--- config.mk ---
export PLATFORM = sky130hd
export DESIGN_NAME = ds_rx_decoder
export DESIGN_NICKNAME = d
export VERILOG_FILES = /design/src/rtl/ds_rx_pkg.sv /design/src/rtl/ds_pin_sync.sv /design/src/rtl/ds_edge_decode.sv /design/src/rtl/ds_link_timer.sv /design/src/rtl/ds_bit_stream.sv /design/src/rtl/ds_rx_decoder.sv
export SDC_FILE = /design/constraint.sdc
export NUM_CORES = 1
export LEC_CHECK = 0
export BUFFER_PORTS_ARGS = -buffer_cell sky130_fd_sc_hd__buf_4
export CAP_MARGIN = 10
export CORE_UTILIZATION = 40
export DETAILED_ROUTE_END_ITERATION = 12
export HOLD_SLACK_MARGIN = 0.06
export PLACE_DENSITY = 0.58
export SLEW_MARGIN = 5
export SYNTH_ARGS = -nofsm -noshare
export SYNTH_HDL_FRONTEND = slang
export SYNTH_HIERARCHICAL = 1
export SYNTH_SLANG_ARGS = --single-unit
--- constraint.sdc ---
create_clock -name clk -period 2.95 [get_ports clk]
set_input_delay 0.59 -clock clk [delete_from_list [all_inputs] [get_ports clk]]
set_output_delay 0.59 -clock clk [all_outputs]
set_load 0.005 [all_outputs]
--- src/rtl/ds_rx_pkg.sv ---
package ds_rx_pkg;
  localparam int unsigned SYNC_DEPTH = 2;
  localparam int unsigned TMO_BITS   = 16;

  // lane indices inside the synchronized pin vector
  localparam int unsigned LANE_D = 0;
  localparam int unsigned LANE_S = 1;
  localparam int unsigned LANES  = 2;
endpackage

--- src/rtl/ds_pin_sync.sv ---
module ds_pin_sync #(
  parameter int unsigned WIDTH  = 2,
  parameter int unsigned STAGES = 2
) (
  input  logic             clk,
  input  logic             rst_n,
  input  logic [WIDTH-1:0] pin_i,
  output logic [WIDTH-1:0] pin_o
);
  localparam int unsigned LAST = STAGES - 1;

  for (genvar g = 0; g < WIDTH; g++) begin : g_lane
    logic [STAGES-1:0] chain;
    always_ff @(posedge clk or negedge rst_n) begin
      if (!rst_n) chain <= '0;
      else        chain <= {chain[STAGES-2:0], pin_i[g]};
    end
    assign pin_o[g] = chain[LAST];
  end
endmodule

--- src/rtl/ds_edge_decode.sv ---
module ds_edge_decode (
  input  logic clk,
  input  logic rst_n,
  input  logic en,
  input  logic d_s,
  input  logic s_s,
  output logic chg_o,
  output logic ev_valid,
  output logic ev_bit,
  output logic err_o
);
  logic d_p, s_p;
  logic cap_rise, cap_fall, ev_sel;
  logic xor_now, xor_old, chg, dbl;

  assign xor_now = d_s ^ s_s;
  assign xor_old = d_p ^ s_p;
  assign chg     = xor_now ^ xor_old;
  assign dbl     = (d_s ^ d_p) & (s_s ^ s_p);
  assign chg_o   = en & chg;

  // previous sample is tracked even while disabled, so enabling makes no false edge
  always_ff @(posedge clk or negedge rst_n) begin
    if (!rst_n) begin
      d_p <= 1'b0;
      s_p <= 1'b0;
    end else begin
      d_p <= d_s;
      s_p <= s_s;
    end
  end

  always_ff @(posedge clk or negedge rst_n) begin
    if (!rst_n) begin
      cap_rise <= 1'b0;
      cap_fall <= 1'b0;
      ev_sel   <= 1'b0;
      ev_valid <= 1'b0;
      err_o    <= 1'b0;
    end else begin
      ev_valid <= en & chg;
      err_o    <= en & dbl;
      if (en && chg) begin
        ev_sel <= xor_now;
        if (xor_now) cap_rise <= d_s;
        else         cap_fall <= d_s;
      end
    end
  end

  assign ev_bit = ev_sel ? cap_rise : cap_fall;


  no_bit_on_err_chk: assert property (@(posedge clk) disable iff (!rst_n)
    err_o |-> !ev_valid);


  quiet_when_off_chk: assert property (@(posedge clk) disable iff (!rst_n)
    !en |=> (!ev_valid && !err_o));
endmodule

--- src/rtl/ds_link_timer.sv ---
module ds_link_timer #(
  parameter int unsigned W = 16
) (
  input  logic         clk,
  input  logic         rst_n,
  input  logic         en,
  input  logic         chg,
  input  logic [W-1:0] limit,
  output logic         disc
);
  localparam logic [W-1:0] CNT_MAX = '1;
  logic [W-1:0] cnt;

  always_ff @(posedge clk or negedge rst_n) begin
    if (!rst_n) begin
      cnt  <= '0;
      disc <= 1'b0;
    end else if (!en || chg) begin
      cnt  <= '0;
      disc <= 1'b0;
    end else begin
      if (cnt != CNT_MAX) cnt <= cnt + 1'b1;
      if (limit != '0 && cnt >= limit) disc <= 1'b1;
    end
  end


  disc_clears_chk: assert property (@(posedge clk) disable iff (!rst_n)
    chg |=> !disc);
endmodule

--- src/rtl/ds_bit_stream.sv ---
module ds_bit_stream (
  input  logic clk,
  input  logic rst_n,
  input  logic ev_valid,
  input  logic ev_bit,
  input  logic ready,
  output logic valid,
  output logic data,
  output logic ovr
);
  logic busy;
  assign busy = valid & ~ready;

  always_ff @(posedge clk or negedge rst_n) begin
    if (!rst_n) begin
      valid <= 1'b0;
      data  <= 1'b0;
      ovr   <= 1'b0;
    end else begin
      ovr <= ev_valid & busy;
      if (!busy) begin
        valid <= ev_valid;
        if (ev_valid) data <= ev_bit;
      end
    end
  end


  hold_under_stall_chk: assert property (@(posedge clk) disable iff (!rst_n)
    (valid && !ready) |=> (valid && $stable(data)));


  ovr_keeps_bit_chk: assert property (@(posedge clk) disable iff (!rst_n)
    ovr |-> valid);
endmodule

--- src/rtl/ds_rx_decoder.sv ---
module ds_rx_decoder
  import ds_rx_pkg::*;
(
  input  logic                clk,
  input  logic                rst_n,
  input  logic                din,
  input  logic                sin,
  input  logic                dec_en,
  input  logic [TMO_BITS-1:0] tmo_limit,
  output logic                bit_data,
  output logic                bit_valid,
  input  logic                bit_ready,
  output logic                line_err,
  output logic                overrun,
  output logic                disconnect,
  output logic                gp_data,
  output logic                gp_strobe
);
  logic [LANES-1:0] pins_raw, pins_syn;
  logic chg, ev_valid, ev_bit;

  assign pins_raw[LANE_D] = din;
  assign pins_raw[LANE_S] = sin;

  ds_pin_sync #(.WIDTH(LANES), .STAGES(SYNC_DEPTH)) u_sync (
    .clk(clk), .rst_n(rst_n), .pin_i(pins_raw), .pin_o(pins_syn)
  );

  assign gp_data   = pins_syn[LANE_D];
  assign gp_strobe = pins_syn[LANE_S];

  ds_edge_decode u_dec (
    .clk(clk), .rst_n(rst_n), .en(dec_en),
    .d_s(pins_syn[LANE_D]), .s_s(pins_syn[LANE_S]),
    .chg_o(chg), .ev_valid(ev_valid), .ev_bit(ev_bit), .err_o(line_err)
  );

  ds_link_timer #(.W(TMO_BITS)) u_tmr (
    .clk(clk), .rst_n(rst_n), .en(dec_en), .chg(chg),
    .limit(tmo_limit), .disc(disconnect)
  );

  ds_bit_stream u_out (
    .clk(clk), .rst_n(rst_n), .ev_valid(ev_valid), .ev_bit(ev_bit),
    .ready(bit_ready), .valid(bit_valid), .data(bit_data), .ovr(overrun)
  );


  no_disc_when_off_chk: assert property (@(posedge clk) disable iff (!rst_n)
    !dec_en |=> !disconnect);
endmodule

Word-level counts from Yosys, hierarchy flattened. Index checks and enable logic that the tools add are counted.

Add/subtract/negate cells: 1. $lt $le $gt $ge: 1. Equality and inequality tests: 1. Muxes and demuxes: 5. Bitwise logic cells: 13. Reductions and logical operators: 10.

Operator list (count): $mux W16 (2); $add A16 B1 Y16 const B (1); $ge A16 B16 Y1 (1); $ne A16 B16 Y1 const B (1); $reduce_bool A16 Y1 (1); $reduce_and A2 Y1 (3); $and A1 B1 Y1 (5); $xor A1 B1 Y1 (5); $reduce_bool A2 Y1 (2); $mux W1 (3); $not A1 Y1 (3); $logic_and A1 B1 Y1 (2); $logic_not A1 Y1 (1); $logic_or A1 B1 Y1 (1).

Register bits: 31. Word-level logic and storage cells: 45.

Longest topological paths before layout. Gate-level depths: netlist of run 1.

Depth in word-level cells: 5. Gate-level depth with buffers: 8. Gate-level depth less buffers: 7.

Hierarchy. Netlist of run 1, hierarchy kept.

Modules (own cells, without submodules): ds_link_timer (instances 1, cells each 159, area each 1350.0 sq um); ds_edge_decode (instances 1, cells each 28, area each 316.6 sq um); ds_bit_stream (instances 1, cells each 9, area each 121.4 sq um); ds_pin_sync (instances 1, cells each 6, area each 115.1 sq um).

Worst setup path before layout of run 1. Ideal clock, no wire load.

Kind: input port to flip-flop. From: input tmo_limit[15]. To: register u_tmr.disc. Setup time: 0.077 ns. Arrival: 1.943 ns. Required time: 2.873 ns. Setup slack: 0.930 ns. Stages: 6. Path buffers: 0. Cells stage by stage: inv_1 ha_1 nand4_1 or4_1 o32a_1 a21oi_1.

Longest elaborated chain between the ends: 3. Elaborated cells on any way between the ends: 4. Those cells by class: 1 x order compare; 3 x reduce/logical.

RTL lines: start, declared (line ds_rx_decoder.sv:9) `input logic [TMO_BITS-1:0] tmo_limit,`; $ge A16 B16 Y1 or $reduce_bool A16 Y1 (tied branches) (line ds_link_timer.sv:23) `if (limit != '0 && cnt >= limit) disc <= 1'b1;`; $logic_and A1 B1 Y1 (*) (line ds_link_timer.sv:23); $reduce_bool A2 Y1 (no line) (*); end signal, assigned (line ds_link_timer.sv:17) `disc <= 1'b0;`; end signal, assigned (line ds_link_timer.sv:20) `disc <= 1'b0;`; end signal, assigned (line ds_link_timer.sv:23); end, declared (line ds_link_timer.sv:9) `output logic disc`.

Every way passes the cells marked *; elsewhere a longest branch is shown, timed or not. A chain may end at the register's enable or synchronous reset.

Final worst setup path of run 1.
From: register u_dec.d_p. To: register u_tmr.cnt[4].

Longest elaborated chain between the ends: 5. Elaborated cells on any way between the ends: 6. Those cells by class: 1 x mux; 3 x bitwise; 2 x reduce/logical.

RTL lines: start, declared (line ds_edge_decode.sv:12) `logic d_p, s_p;`; start signal, assigned (line ds_edge_decode.sv:28) `d_p <= d_s;`; $xor A1 B1 Y1 (*) (line ds_edge_decode.sv:17) `assign xor_old = d_p ^ s_p;`; $xor A1 B1 Y1 (*) (line ds_edge_decode.sv:18) `assign chg = xor_now ^ xor_old;`; $and A1 B1 Y1 (*) (line ds_edge_decode.sv:20) `assign chg_o = en & chg;`; named net chg (line ds_rx_decoder.sv:20) `logic chg, ev_valid, ev_bit;`; $logic_or A1 B1 Y1 (*) (line ds_link_timer.sv:18) `end else if (!en || chg) begin`; $mux W16 or $reduce_bool A2 Y1 (tied branches); end signal, assigned (line ds_link_timer.sv:22) `if (cnt != CNT_MAX) cnt <= cnt + 1'b1;`; end, declared (line ds_link_timer.sv:12) `logic [W-1:0] cnt;`.

Mark *: on every way through the listed nets, which the timed path passes. The rest lies on a longest branch.

==> Flow_metrics.wiki, run 1 <==
{| class="wikitable"
! Metric !! Value
|-
| Cells resized by post-CTS repair || 0
|-
| Count of nets after finishing || 269
|-
| Maximum root-to-sink buffer count || 2
|-
| Launching element type of the critical path || register
|-
| Final critical-path required period || 2.06 ns
|-
| Global route overflow || 0
|-
| Hold bufs inserted after CTS || 0
|-
| Origin of the critical flop-to-flop path || u_dec/d_p
|-
| RSZ-0062 raised after global routing || false
|-
| Leading cell types by total area after synthesis || sky130_fd_sc_hd__dfrtp_1, sky130_fd_sc_hd__ha_1, sky130_fd_sc_hd__a21oi_1, sky130_fd_sc_hd__inv_1, sky130_fd_sc_hd__nand2_1
|-
| Crit path kind || reg -> reg
|-
| Final number of hold-violating endpoints || 0
|-
| Starting DRC count in detailed routing || 82
|-
| Number of global-route vias before repair || 1,498
|-
| Delay contributed by the slowest stage of the critical path || 0.50 ns
|-
| DR vias/cell || 5.61
|-
| Hold WC Path Type || in -> async
|-
| Number of buffers inserted by port buffering || 28
|-
| Source of the critical timing path || u_dec/d_p
|-
| Peak ir drop on the vdd network || 314 uV
|-
| Syn Std Cell Area || 0.00190 mm2
|-
| Number of antenna diodes || 0
|-
| Die outline width || 71.0 um
|-
| Dominant synthesized flop cell || sky130_fd_sc_hd__dfrtp_1
|-
| Maximum achievable frequency || 486 MHz
|-
| Placement Cell Area || 0.00214 mm2
|-
| Number of antenna violations at the first check in global routing || 0
|-
| Leakage dissipation || 1.05 nW
|-
| Vias || 1,582
|-
| Buffers & Inverters on Critical Path || 0
|-
| Number of slew-limit violations in the final report || 0
|-
| CTS H-tree depth || 2
|-
| Max-Cap Viols || 0
|-
| Leading area contributor after synthesis || sky130_fd_sc_hd__dfrtp_1
|-
| Cell at the slowest stage of the critical path || sky130_fd_sc_hd__or4_1
|-
| Instance count of the mapped netlist || 202
|-
| #FFs+latches synth || 31
|-
| Number of optimization iterations in the first detailed-route pass || 6
|-
| Remaining DRCs || 0
|-
| Setup TNS || 0 ns
|-
| Net count of the mapped netlist || 241
|-
| Worst path setup slack after routing || 0.892 ns
|-
| Number of enable-type register cells in the synthesized netlist || 0
|-
| Data required time of the worst path || 3.16 ns
|-
| Nature of the critical path endpoint || register
|-
| Cell-by-cell listing of the critical path || xnor2_2 -> xnor2_1 -> nor2_1 -> or2b_2 -> or4_1 -> nand2_1
|-
| Detail Placement HPWL || 3.00 mm
|-
| Remaining number of nets flagged by the antenna check after routing || 0
|-
| Die Footprint || 0.00504 mm2
|-
| Number of placement rows || 24
|-
| Post-place setup slack || 0.744 ns
|-
| Number of endpoints failing setup at the final stage || 0
|-
| Share of the yosys chip area belonging to registers || 0.408
|-
| Fin area || 0.00223 mm2
|-
| Die Y-Extent || 71.0 um
|-
| Area added between synthesis and finish || 17.2%
|-
| Overall power after layout || 0.000938 W
|-
| Largest net degree at the start of global routing || 32
|-
| Final cycle utilization of the critical path || 0.698
|-
| Gr usage total || 0.180
|-
| Drt total wl || 4.01 mm
|-
| CTS tree || yes
|-
| Average footprint of a synthesized cell || 9.42 um2
|-
| Root Buffer Master || sky130_fd_sc_hd__clkbuf_8
|-
| Area of the placeable core || 0.00447 mm2
|-
| Buffers inserted by post-CTS timing repair || 0
|-
| Share of flip-flops with an asynchronous set or reset || 1.00
|-
| Top-level I/O count || 29
|-
| Outcome || completed
|-
| Tightest Pin Transition || 0.770 ns
|-
| Max transition margin || 0.486
|-
| Reg clk slew, reported paths || 0.06 ns
|-
| Worst skew pair latency || 0.28 ns
|-
| Crit path arrival time || 2.27 ns
|-
| Clock buffer count from CTS || 5
|-
| Area fraction of the dominant cell type after synthesis || 0.408
|-
| Global-route wire length before repair || 7.04 mm
|-
| Number of warnings printed during yosys synthesis || 6
|-
| Total clock sinks || 31
|-
| Number of distinct standard cells referenced by the synthesized netlist || 43
|-
| Clock Skews || 0.00308 ns
|-
| Share of post-route cells with drive strength above 1 || 0.191
|-
| Worst-path fanout max || 14
|-
| PwrDens || 421 mW/mm2
|-
| Placer congestion estimate || 0.764
|-
| Kind of cell adding the most delay to the critical path || simple AND/OR/NAND/NOR gates
|-
| Effective utilization at floorplan || 0.425
|-
| Routed WL per cell || 14.2 um
|}
[flip-flops by register name, indices dropped and copies added, names as in the netlist]
register,cells
u_dec/cap_rise,1
u_out/valid,1
u_out/data,1
u_dec/err_o,1
u_out/ovr,1
u_dec/d_p,1
u_sync/g_lane.chain,4
u_dec/ev_sel,1
u_dec/cap_fall,1
u_dec/ev_valid,1
u_tmr/disc,1
u_tmr/cnt,16
u_dec/s_p,1
[final timing paths]
kind | to | slack [ns] | depth (start not counted)
setup / recovery | u_tmr/cnt[4] | 0.89 | 6
min in group clk | u_sync/g_lane[1].chain[1] | 0.35 | 0
setup reg to reg | u_tmr/cnt[4] | 0.89 | 6
max in group asynchronous | u_tmr/cnt[6] | 2.43 | 1
hold / removal | u_tmr/cnt[14] | 0.23 | 1
hold reg to reg | u_sync/g_lane[1].chain[1] | 0.35 | 0
[metal layers]
layer / part of all wire / global-route usage
met3: 0.035 / 0.0427
met5: 0 / 0
met2: 0.45 / 0.270
met4: 0.0075 / 0.0444
met1: 0.51 / 0.263
[cells by family after synthesis]
logic type               synth area share
AO/OA/AOI/OAI                       0.172
XOR/XNOR                           0.0316
adder cells (fa/ha/maj)             0.112
buffers and inverters              0.0585
flip-flops                          0.408
multiplexers                       0.0243
AND/OR/NAND/NOR                     0.195
[Yosys cell counts, types with 5 or more instances]
cell / n
sky130_fd_sc_hd__dfrtp_1: 31
sky130_fd_sc_hd__inv_1: 20
sky130_fd_sc_hd__a21oi_1: 17
sky130_fd_sc_hd__ha_1: 17
sky130_fd_sc_hd__nand2_1: 12
sky130_fd_sc_hd__nor2_1: 11
sky130_fd_sc_hd__o21ai_0: 8
sky130_fd_sc_hd__nor3_1: 7
sky130_fd_sc_hd__nor4_1: 6
sky130_fd_sc_hd__nand3_1: 5
sky130_fd_sc_hd__nand4_1: 5
[per-stage QoR]
stage | util | cells | hold WS [ns]
after floorplan | - | 202 | 0.294
after CTS | 0.498 | 282 | 0.253
final | 0.498 | 282 | 0.233
after global routing | 0.498 | 282 | 0.270
after global placement | 0.479 | 275 | 0.333
after detailed placement | 0.479 | 275 | 0.335
[power by group]
group | switching [W] | leakage (nW) | internal (W)
registers | 0.0000209 | 0.411 | 0.000448
logic | 0.0000691 | 0.587 | 0.0000703
clock network | 0.000147 | 0.0470 | 0.000183
total | 0.000237 | 1.05 | 0.000701
[cell type report]
cell class | count | area (um2)
Sequential cell | 31 | 776
Tap cell | 52 | 65.1
Clock inverter | 1 | 5.00
Clock buffer | 6 | 82.6
Fill cell | 428 | 2240
Timing Repair Buffer | 28 | 210
Multi-Input combinational cell | 144 | 1020
Inverter | 20 | 75.1
[placed cells by master, fill, tap and decap left out, drive strengths merged, types with 2 or more instances in the layout]
| cell | instances |
|---|---|
| nor3 | 7 |
| mux2 | 2 |
| or3 | 2 |
| nand2b | 5 |
| clkbuf | 6 |
| xnor2 | 5 |
| ha | 17 |
| inv | 20 |
| o21ai | 9 |
| a211oi | 2 |
| o211ai | 3 |
| nand4 | 5 |
| o21a | 4 |
| nor2 | 11 |
| o311ai | 3 |
| and3 | 2 |
| nor4 | 6 |
| a21oi | 17 |
| buf | 28 |
| dfrtp | 31 |
| mux2i | 2 |
| nand3 | 6 |
| a31oi | 4 |
| o31ai | 2 |
| nand2 | 14 |
| or4 | 4 |
| o41ai | 4 |
(Power assumes the default switching activity.)
==> inputs of run 2 (changes only) <==
ABC_AREA = 1   (was unset)
PLACE_DENSITY = 0.57   (was 0.58)
clock period = 1.92 ns   (was 2.95 ns; I/O delays follow)
==> run 2 against run 1 <==
Net effect: non-clock buffer count is 2 higher; first-iteration DRC count is 2.4% higher; synthesized cell count is 22% higher; hold slack worse by 0.017 ns; area after synthesis is 3.7% higher; final area is 6.1% higher; critical endpoint is now u_tmr/cnt[8].
==> Flow_metrics.wiki, run 2 <==
{| class="wikitable"
! Metric !! Value
|-
| Leakage dissipation || 1.26 nW (+21%)
|-
| Data required time of the worst path || 2.10 ns (-1.06 ns)
|-
| Cells resized by post-CTS repair || 0 (unchanged)
|-
| Share of flip-flops with an asynchronous set or reset || 1.00 (unchanged)
|-
| Most numerous cell types in the synthesized netlist || sky130_fd_sc_hd__nand2_1, sky130_fd_sc_hd__inv_1, sky130_fd_sc_hd__dfrtp_1
|-
| Dominant synthesized flop cell || sky130_fd_sc_hd__dfrtp_1
|-
| Effective utilization at floorplan || 0.418 (-0.00732)
|-
| Overall power after layout || 0.00146 W (+56%)
|-
| Largest register by flop count || u_tmr/cnt
|-
| Largest net degree at the start of global routing || 32 (unchanged)
|-
| Vias || 1,628 (+2.9%)
|-
| Number of global-route vias before repair || 1,606 (+7.2%)
|-
| CTS H-tree depth || 2 (unchanged)
|-
| Number of antenna violations at the first check in global routing || 0 (unchanged)
|-
| Die Footprint || 0.00522 mm2 (+3.6%)
|-
| Count of nets after finishing || 320 (+19%)
|-
| Final cycle utilization of the critical path || 0.858 (+0.160)
|-
| Detail Placement HPWL || 3.16 mm (+5.1%)
|-
| Root Buffer Master || sky130_fd_sc_hd__clkbuf_8
|-
| Number of warnings printed during yosys synthesis || 6 (unchanged)
|-
| Number of placement rows || 25 (+4.2%)
|-
| Hold WC Path Type || in -> reg
|-
| Instance count of the mapped netlist || 247 (+22%)
|-
| Number of antenna diodes || 0 (unchanged)
|-
| RSZ-0062 raised after global routing || false
|-
| Worst skew pair latency || 0.27 ns (about the same)
|-
| Worst reg-to-reg setup slack || 0.27 ns (-0.62 ns)
|-
| Clock buffer count from CTS || 5 (unchanged)
|-
| Number of buffers inserted by port buffering || 28 (unchanged)
|-
| Clock Skews || 0.00473 ns (+0.00165 ns)
|-
| Average footprint of a synthesized cell || 7.99 um2 (-15%)
|-
| Remaining number of nets flagged by the antenna check after routing || 0 (unchanged)
|-
| Share of the yosys chip area belonging to registers || 0.393 (-0.0147)
|-
| Footprint of the multi-input gates || 0.00101 mm2 (-0.25%)
|-
| Cell at the slowest stage of the critical path || sky130_fd_sc_hd__dfrtp_1
|-
| Peak ir drop on the vdd network || 384 uV (+22%)
|-
| Placer congestion estimate || 0.787 (+3.0%)
|-
| DR vias/cell || 4.66 (-17%)
|-
| Number of enable-type register cells in the synthesized netlist || 0 (unchanged)
|-
| Routed WL per cell || 11.4 um (-20%)
|-
| Origin of the critical flop-to-flop path || u_sync/g_lane[0].chain[1]
|-
| Area of the placeable core || 0.00472 mm2 (+5.6%)
|-
| Leading cell types by total area after synthesis || sky130_fd_sc_hd__dfrtp_1, sky130_fd_sc_hd__nand2_1, sky130_fd_sc_hd__ha_1, sky130_fd_sc_hd__inv_1, sky130_fd_sc_hd__nor2_1
|-
| Buffers & Inverters on Critical Path || 4 (+4)
|-
| Worst-path fanout max || 12 (-2)
|-
| Final number of hold-violating endpoints || 0 (unchanged)
|-
| Starting DRC count in detailed routing || 84 (+2.4%)
|-
| Area fraction of the dominant cell type after synthesis || 0.393 (-0.0147)
|-
| Delay contributed by the slowest stage of the critical path || 0.45 ns (-0.05 ns)
|-
| PwrDens || 618 mW/mm2 (+47%)
|-
| Origin of the worst min-delay path || sin
|-
| Net count of the mapped netlist || 286 (+19%)
|-
| Max reg flops || 16 (unchanged)
|-
| Biggest regs || u_tmr/cnt: 16 flops, u_sync/g_lane.chain: 4 flops
|-
| Crit path arrival time || 1.83 ns (-0.44 ns)
|-
| Gr usage total || 0.179 (-0.00151)
|-
| Register cell area after layout || 776 um2 (unchanged)
|-
| Kind of cell adding the most delay to the critical path || buffers and inverters
|-
| Share of post-route cells with drive strength above 1 || 0.184 (-0.00691)
|-
| Global-route wire length before repair || 7.18 mm (+2.0%)
|-
| Max-Cap Viols || 0 (unchanged)
|-
| Number of distinct standard cells referenced by the synthesized netlist || 32 (-26%)
|-
| Critical path's most frequent cell || sky130_fd_sc_hd__nand2_1
|-
| #FFs+latches synth || 31 (unchanged)
|-
| Final critical-path required period || 1.65 ns (-0.411 ns)
|-
| Drt total wl || 3.98 mm (-0.90%)
|-
| Highest-count cells in the layout ignoring fill and taps || sky130_fd_sc_hd__nand2_1, sky130_fd_sc_hd__inv_1, sky130_fd_sc_hd__dfrtp_1
|-
| Maximum achievable frequency || 607 MHz (+25%)
|-
| Setup TNS || 0 ns (unchanged)
|-
| Tightest Pin Transition || 0.523 ns (-0.247 ns)
|-
| Cell-by-cell listing of the critical path || inv_2 -> nand2_1 -> nand2_1 -> nand2_1 -> nand3_2 -> inv_1 -> nor2_1 -> buf_4 -> inv_1 -> o31ai_1
|-
| Number of endpoints failing setup at the final stage || 0 (unchanged)
|-
| Leading area contributor after synthesis || sky130_fd_sc_hd__dfrtp_1
|-
| Area added between synthesis and finish || 19.8%
|-
| Nature of the critical path endpoint || register
|-
| Outcome || completed
|-
| Buffers inserted by post-CTS timing repair || 0 (unchanged)
|-
| Most instantiated library cell after synthesis || sky130_fd_sc_hd__nand2_1
|-
| Number of optimization iterations in the first detailed-route pass || 4 (-2)
|-
| Maximum root-to-sink buffer count || 2 (unchanged)
|-
| Global route overflow || 0 (unchanged)
|-
| Reg clk slew, reported paths || 0.06 ns (about the same)
|-
| Launching element type of the critical path || register
|-
| Syn Std Cell Area || 0.00197 mm2 (+3.7%)
|-
| Leading cell type in the layout, fill and taps excluded || sky130_fd_sc_hd__nand2_1
|-
| Number of slew-limit violations in the final report || 0 (unchanged)
|-
| Crit path kind || reg -> reg
|-
| Number of fill cells in the layout || 477 (+11%)
|-
| Remaining DRCs || 0 (unchanged)
|-
| Die outline width || 72.3 um (+1.8%)
|-
| Die Y-Extent || 72.3 um (+1.8%)
|-
| Source of the critical timing path || u_sync/g_lane[0].chain[1]
|-
| Top-level I/O count || 29 (unchanged)
|-
| CTS tree || yes
|-
| Total clock sinks || 31 (unchanged)
|-
| Max transition margin || 0.648 (+0.162)
|}
==> run 2: metrics by stage <==
step                      cells  cell area (um2)   util  setup WS (ns)  hold slack, ns
after floorplan             247             1970      -          0.338          0.0884
after global placement      340             2260  0.478          0.251           0.333
after detailed placement    340             2260  0.478          0.266           0.337
after CTS                   349             2370  0.501          0.248           0.205
after global routing        349             2370  0.501         0.0867           0.198
final                       349             2370  0.501          0.273           0.216
==> run 2: routing by layer <==
layer,global-route usage,wire length [um],vias to the layer above
li1,-,-,868
met1,0.252,2110,737
met2,0.281,1730,21
met3,0.0375,121,2
met4,0.0458,19,0
met5,0,0,-
==> run 2: path summary, 6_finish.rpt <==
kind,endpoint,depth (start not counted)
worst min register to register,u_sync/g_lane[1].chain[1],0
max in group asynchronous,u_out/valid,2
worst max register to register,u_tmr/cnt[8],10
min in group asynchronous,u_out/data,2
worst max-delay path,u_tmr/cnt[8],10
worst min-delay path,u_sync/g_lane[1].chain[0],1
==> run 2: logic make-up after synthesis <==
logic type,share of synthesized area
multiplexers,0.00570
buffers and inverters,0.0938
AND/OR/NAND/NOR,0.281
flip-flops,0.393
AO/OA/AOI/OAI,0.0925
XOR/XNOR,0.0266
adder cells (fa/ha/maj),0.108
==> run 2: what timing repair did <==
action | 4_1_cts | 5_1_grt
endpoints found under the setup margin | 0 | 0
hold buffers | 1 | 0
hold endpoints to repair | 31 | 0
==> run 2: worst reg2reg max path, cell delays in order, from the launching register on <==
cell and delay (ns):
sky130_fd_sc_hd__dfrtp_1 0.45, sky130_fd_sc_hd__inv_2 0.11, sky130_fd_sc_hd__nand2_1 0.05, sky130_fd_sc_hd__nand2_1 0.08
sky130_fd_sc_hd__nand2_1 0.06, sky130_fd_sc_hd__nand3_2 0.08, sky130_fd_sc_hd__inv_1 0.05, sky130_fd_sc_hd__nor2_1 0.09
sky130_fd_sc_hd__buf_4 0.20, sky130_fd_sc_hd__inv_1 0.15, sky130_fd_sc_hd__o31ai_1 0.25
==> run 2: cell type report <==
cell class                 instances  area share
sequential                        31       0.328
inverter                          44      0.0698
tap                               67      0.0354
timing repair buffer              30      0.0962
clock buffer                       8      0.0423
multi-input combinational        169       0.428
==> run 2: report_power, final <==
part	total (W)	switching, W	internal (W)
clock network	0.000549	0.000223	0.000327
logic	0.000196	0.000101	0.0000943
registers	0.000718	0.0000270	0.000691
==> inputs of run 3 (changes only) <==
CORE_MARGIN = 10   (was unset)
REMOVE_ABC_BUFFERS = 1   (was unset)
==> run 3 against run 2 <==
Net effect: via count decreased by 1.2%; sequential cell count unchanged; clock skew decreased by 0.0017 ns; sequential share of layout area increased by 0.16 points; final area decreased by 0.48%; hold slack improved by 0.00083 ns; die area increased by 56%.
==> Flow_metrics.wiki, run 3 (same netlist as run 2, synthesis figures left out) <==
{| class="wikitable"
! Metric !! Value
|-
| Reg2reg end || u_tmr/cnt[1]
|-
| Maximum achievable frequency || 569 MHz (-6.2%)
|-
| Root Buffer Master || sky130_fd_sc_hd__clkbuf_8
|-
| Final cycle utilization of the critical path || 0.915 (+0.0570)
|-
| Starting DRC count in detailed routing || 67 (-20%)
|-
| Overall power after layout || 0.00138 W (-5.3%)
|-
| Share of post-route cells with drive strength above 1 || 0.184 (unchanged)
|-
| Total clock sinks || 31 (unchanged)
|-
| Top-level I/O count || 29 (unchanged)
|-
| Effective utilization at floorplan || 0.415 (-0.00275)
|-
| Routed WL per cell || 11.9 um (+4.6%)
|-
| Number of antenna violations at the first check in global routing || 0 (unchanged)
|-
| Source of the critical timing path || u_sync/g_lane[0].chain[1]
|-
| Reg clk slew, reported paths || 0.06 ns (about the same)
|-
| Worst reg-to-reg setup slack || 0.16 ns (-0.11 ns)
|-
| Remaining DRCs || 0 (unchanged)
|-
| Setup TNS || 0 ns (unchanged)
|-
| Launching element type of the critical path || register
|-
| Number of antenna diodes || 0 (unchanged)
|-
| Worst-path fanout max || 10 (-2)
|-
| Max reg flops || 16 (unchanged)
|-
| Placer congestion estimate || 0.831 (+5.6%)
|-
| Number of fill cells in the layout || 481 (+0.84%)
|-
| Peak ir drop on the vdd network || 347 uV (-9.6%)
|-
| Biggest regs || u_tmr/cnt: 16 flops, u_sync/g_lane.chain: 4 flops
|-
| Number of endpoints failing setup at the final stage || 0 (unchanged)
|-
| PwrDens || 588 mW/mm2 (-4.9%)
|-
| Data required time of the worst path || 2.11 ns (about the same)
|-
| Nature of the critical path endpoint || register
|-
| Number of buffers inserted by port buffering || 28 (unchanged)
|-
| Leading cell type in the layout, fill and taps excluded || sky130_fd_sc_hd__nand2_1
|-
| Die outline width || 90.3 um (+25%)
|-
| Highest-count cells in the layout ignoring fill and taps || sky130_fd_sc_hd__nand2_1, sky130_fd_sc_hd__inv_1, sky130_fd_sc_hd__dfrtp_1
|-
| Leakage dissipation || 1.26 nW (-0.29%)
|-
| Maximum root-to-sink buffer count || 2 (unchanged)
|-
| Final critical-path required period || 1.76 ns (+0.109 ns)
|-
| CTS tree || yes
|-
| Die Y-Extent || 90.3 um (+25%)
|-
| Origin of the critical flop-to-flop path || u_sync/g_lane[0].chain[1]
|-
| Vias || 1,609 (-1.2%)
|-
| Largest register by flop count || u_tmr/cnt
|-
| Outcome || completed
|-
| Crit path arrival time || 1.95 ns (+0.12 ns)
|-
| Utilization after layout || 0.495 (-0.00566)
|-
| Remaining number of nets flagged by the antenna check after routing || 0 (unchanged)
|-
| Origin of the worst min-delay path || sin
|-
| Placement Cell Area || 0.00226 mm2 (unchanged)
|-
| Gr usage total || 0.104 (-0.0746)
|-
| Drt total wl || 4.16 mm (+4.6%)
|-
| Final number of hold-violating endpoints || 0 (unchanged)
|-
| Die Footprint || 0.00815 mm2 (+56%)
|-
| Global-route layer with the greatest usage || met2
|-
| Clock buffer count from CTS || 5 (unchanged)
|-
| Number of slew-limit violations in the final report || 0 (unchanged)
|-
| Number of cells on the worst hold path || 1 (unchanged)
|-
| Clock Skews || 0.00306 ns (-0.00167 ns)
|-
| Register-to-Register Path Depth || 10 (unchanged)
|-
| Count of nets after finishing || 320 (unchanged)
|-
| Global-route wire length before repair || 7.13 mm (-0.68%)
|-
| Tightest Pin Transition || 0.521 ns (-0.00139 ns)
|-
| DR vias/cell || 4.61 (-1.2%)
|-
| Met1 demand-to-capacity share in global routing || 0.140 (-0.111)
|-
| RSZ-0062 raised after global routing || false
|-
| Fin area || 0.00235 mm2 (-0.48%)
|-
| CTS H-tree depth || 2 (unchanged)
|-
| Largest net degree at the start of global routing || 32 (unchanged)
|-
| Met2 capacity usage during global routing || 0.154 (-0.127)
|-
| Hold WC Path Type || in -> reg
|-
| Sink of the worst hold path || u_sync/g_lane[1].chain[0]
|-
| Area of the placeable core || 0.00475 mm2 (+0.66%)
|-
| Crit path kind || reg -> reg
|-
| Number of global-route vias before repair || 1,579 (-1.7%)
|-
| Detail Placement HPWL || 3.32 mm (+5.0%)
|-
| Global route overflow || 0 (unchanged)
|-
| Number of optimization iterations in the first detailed-route pass || 4 (unchanged)
|-
| Max transition margin || 0.649 (+0.000935)
|-
| Buffers inserted by post-CTS timing repair || 0 (unchanged)
|-
| Worst skew pair latency || 0.27 ns (about the same)
|-
| Number of placement rows || 25 (unchanged)
|-
| Area added between synthesis and finish || 19.3%
|-
| Max-Cap Viols || 0 (unchanged)
|-
| Routing usage on met3 || 0.0299 (-0.00757)
|}
[run 3: changes by cell type in the layout (fill, tap and decap cells not counted), sizes merged]
cell	before	now
clkbuf	8	7
clkinv	0	1
[run 3: repair_timing]
action                                 4_1_cts  5_1_grt
setup endpoints to repair                    0        3
endpoints found under the hold margin       31        0
gates resized for setup                      0        1
hold buffers                                 1        0
[run 3: report_power, final]
| part | switching [W] | total (W) | internal [W] |
|---|---|---|---|
| clock | 0.000217 | 0.000471 | 0.000254 |
| combinational | 0.000101 | 0.000196 | 0.0000955 |
| sequential | 0.0000271 | 0.000718 | 0.000691 |
[run 3: worst max-delay path by stage]
stage | cells after the start | end | slack [ns]
floorplan | 9 | u_tmr/cnt[8] | 0.10
global placement | 8 | u_tmr/cnt[1] | 0.19
detailed placement | 8 | u_tmr/cnt[0] | 0.20
CTS | 8 | u_tmr/cnt[1] | 0.17
global route | 10 | u_tmr/cnt[1] | 0.01
finish | 10 | u_tmr/cnt[1] | 0.16
[run 3: critical path: stages, from the launching register on]
cell and delay [ns]:
sky130_fd_sc_hd__dfrtp_1 0.46, sky130_fd_sc_hd__inv_2 0.11, sky130_fd_sc_hd__nand2_1 0.05, sky130_fd_sc_hd__nand2_1 0.08
sky130_fd_sc_hd__nand2_1 0.06, sky130_fd_sc_hd__nand3_2 0.08, sky130_fd_sc_hd__inv_1 0.05, sky130_fd_sc_hd__nor2_1 0.16
sky130_fd_sc_hd__buf_4 0.21, sky130_fd_sc_hd__nand4_4 0.21, sky130_fd_sc_hd__o21ai_1 0.20
[run 3: cell type report]
type	count	area (um2)	share of cell area
Clock buffer	7	76.3	0.0324
Clock inverter	1	5.00	0.00213
Inverter	44	165	0.0701
Multi-Input combinational cell	169	1020	0.434
Sequential cell	31	776	0.329
Tap cell	67	83.8	0.0356
Timing Repair Buffer	30	228	0.0967
[run 3: routing by layer]
| layer | wire length, um | vias to the layer above |
|---|---|---|
| met2 | 1840 | 31 |
| met5 | 0 | - |
| met1 | 2110 | 707 |
| met4 | 12 | 0 |
| met3 | 193 | 2 |
| li1 | - | 869 |
[run 3: through the flow]
| step | instances | hold WS [ns] | setup WS [ns] |
|---|---|---|---|
| CTS | 349 | 0.207 | 0.171 |
| global route | 349 | 0.203 | 0.0148 |
| finish | 349 | 0.217 | 0.164 |
| global placement | 340 | 0.333 | 0.188 |
| floorplan | 244 | 0.0884 | 0.103 |
| detailed placement | 340 | 0.338 | 0.199 |
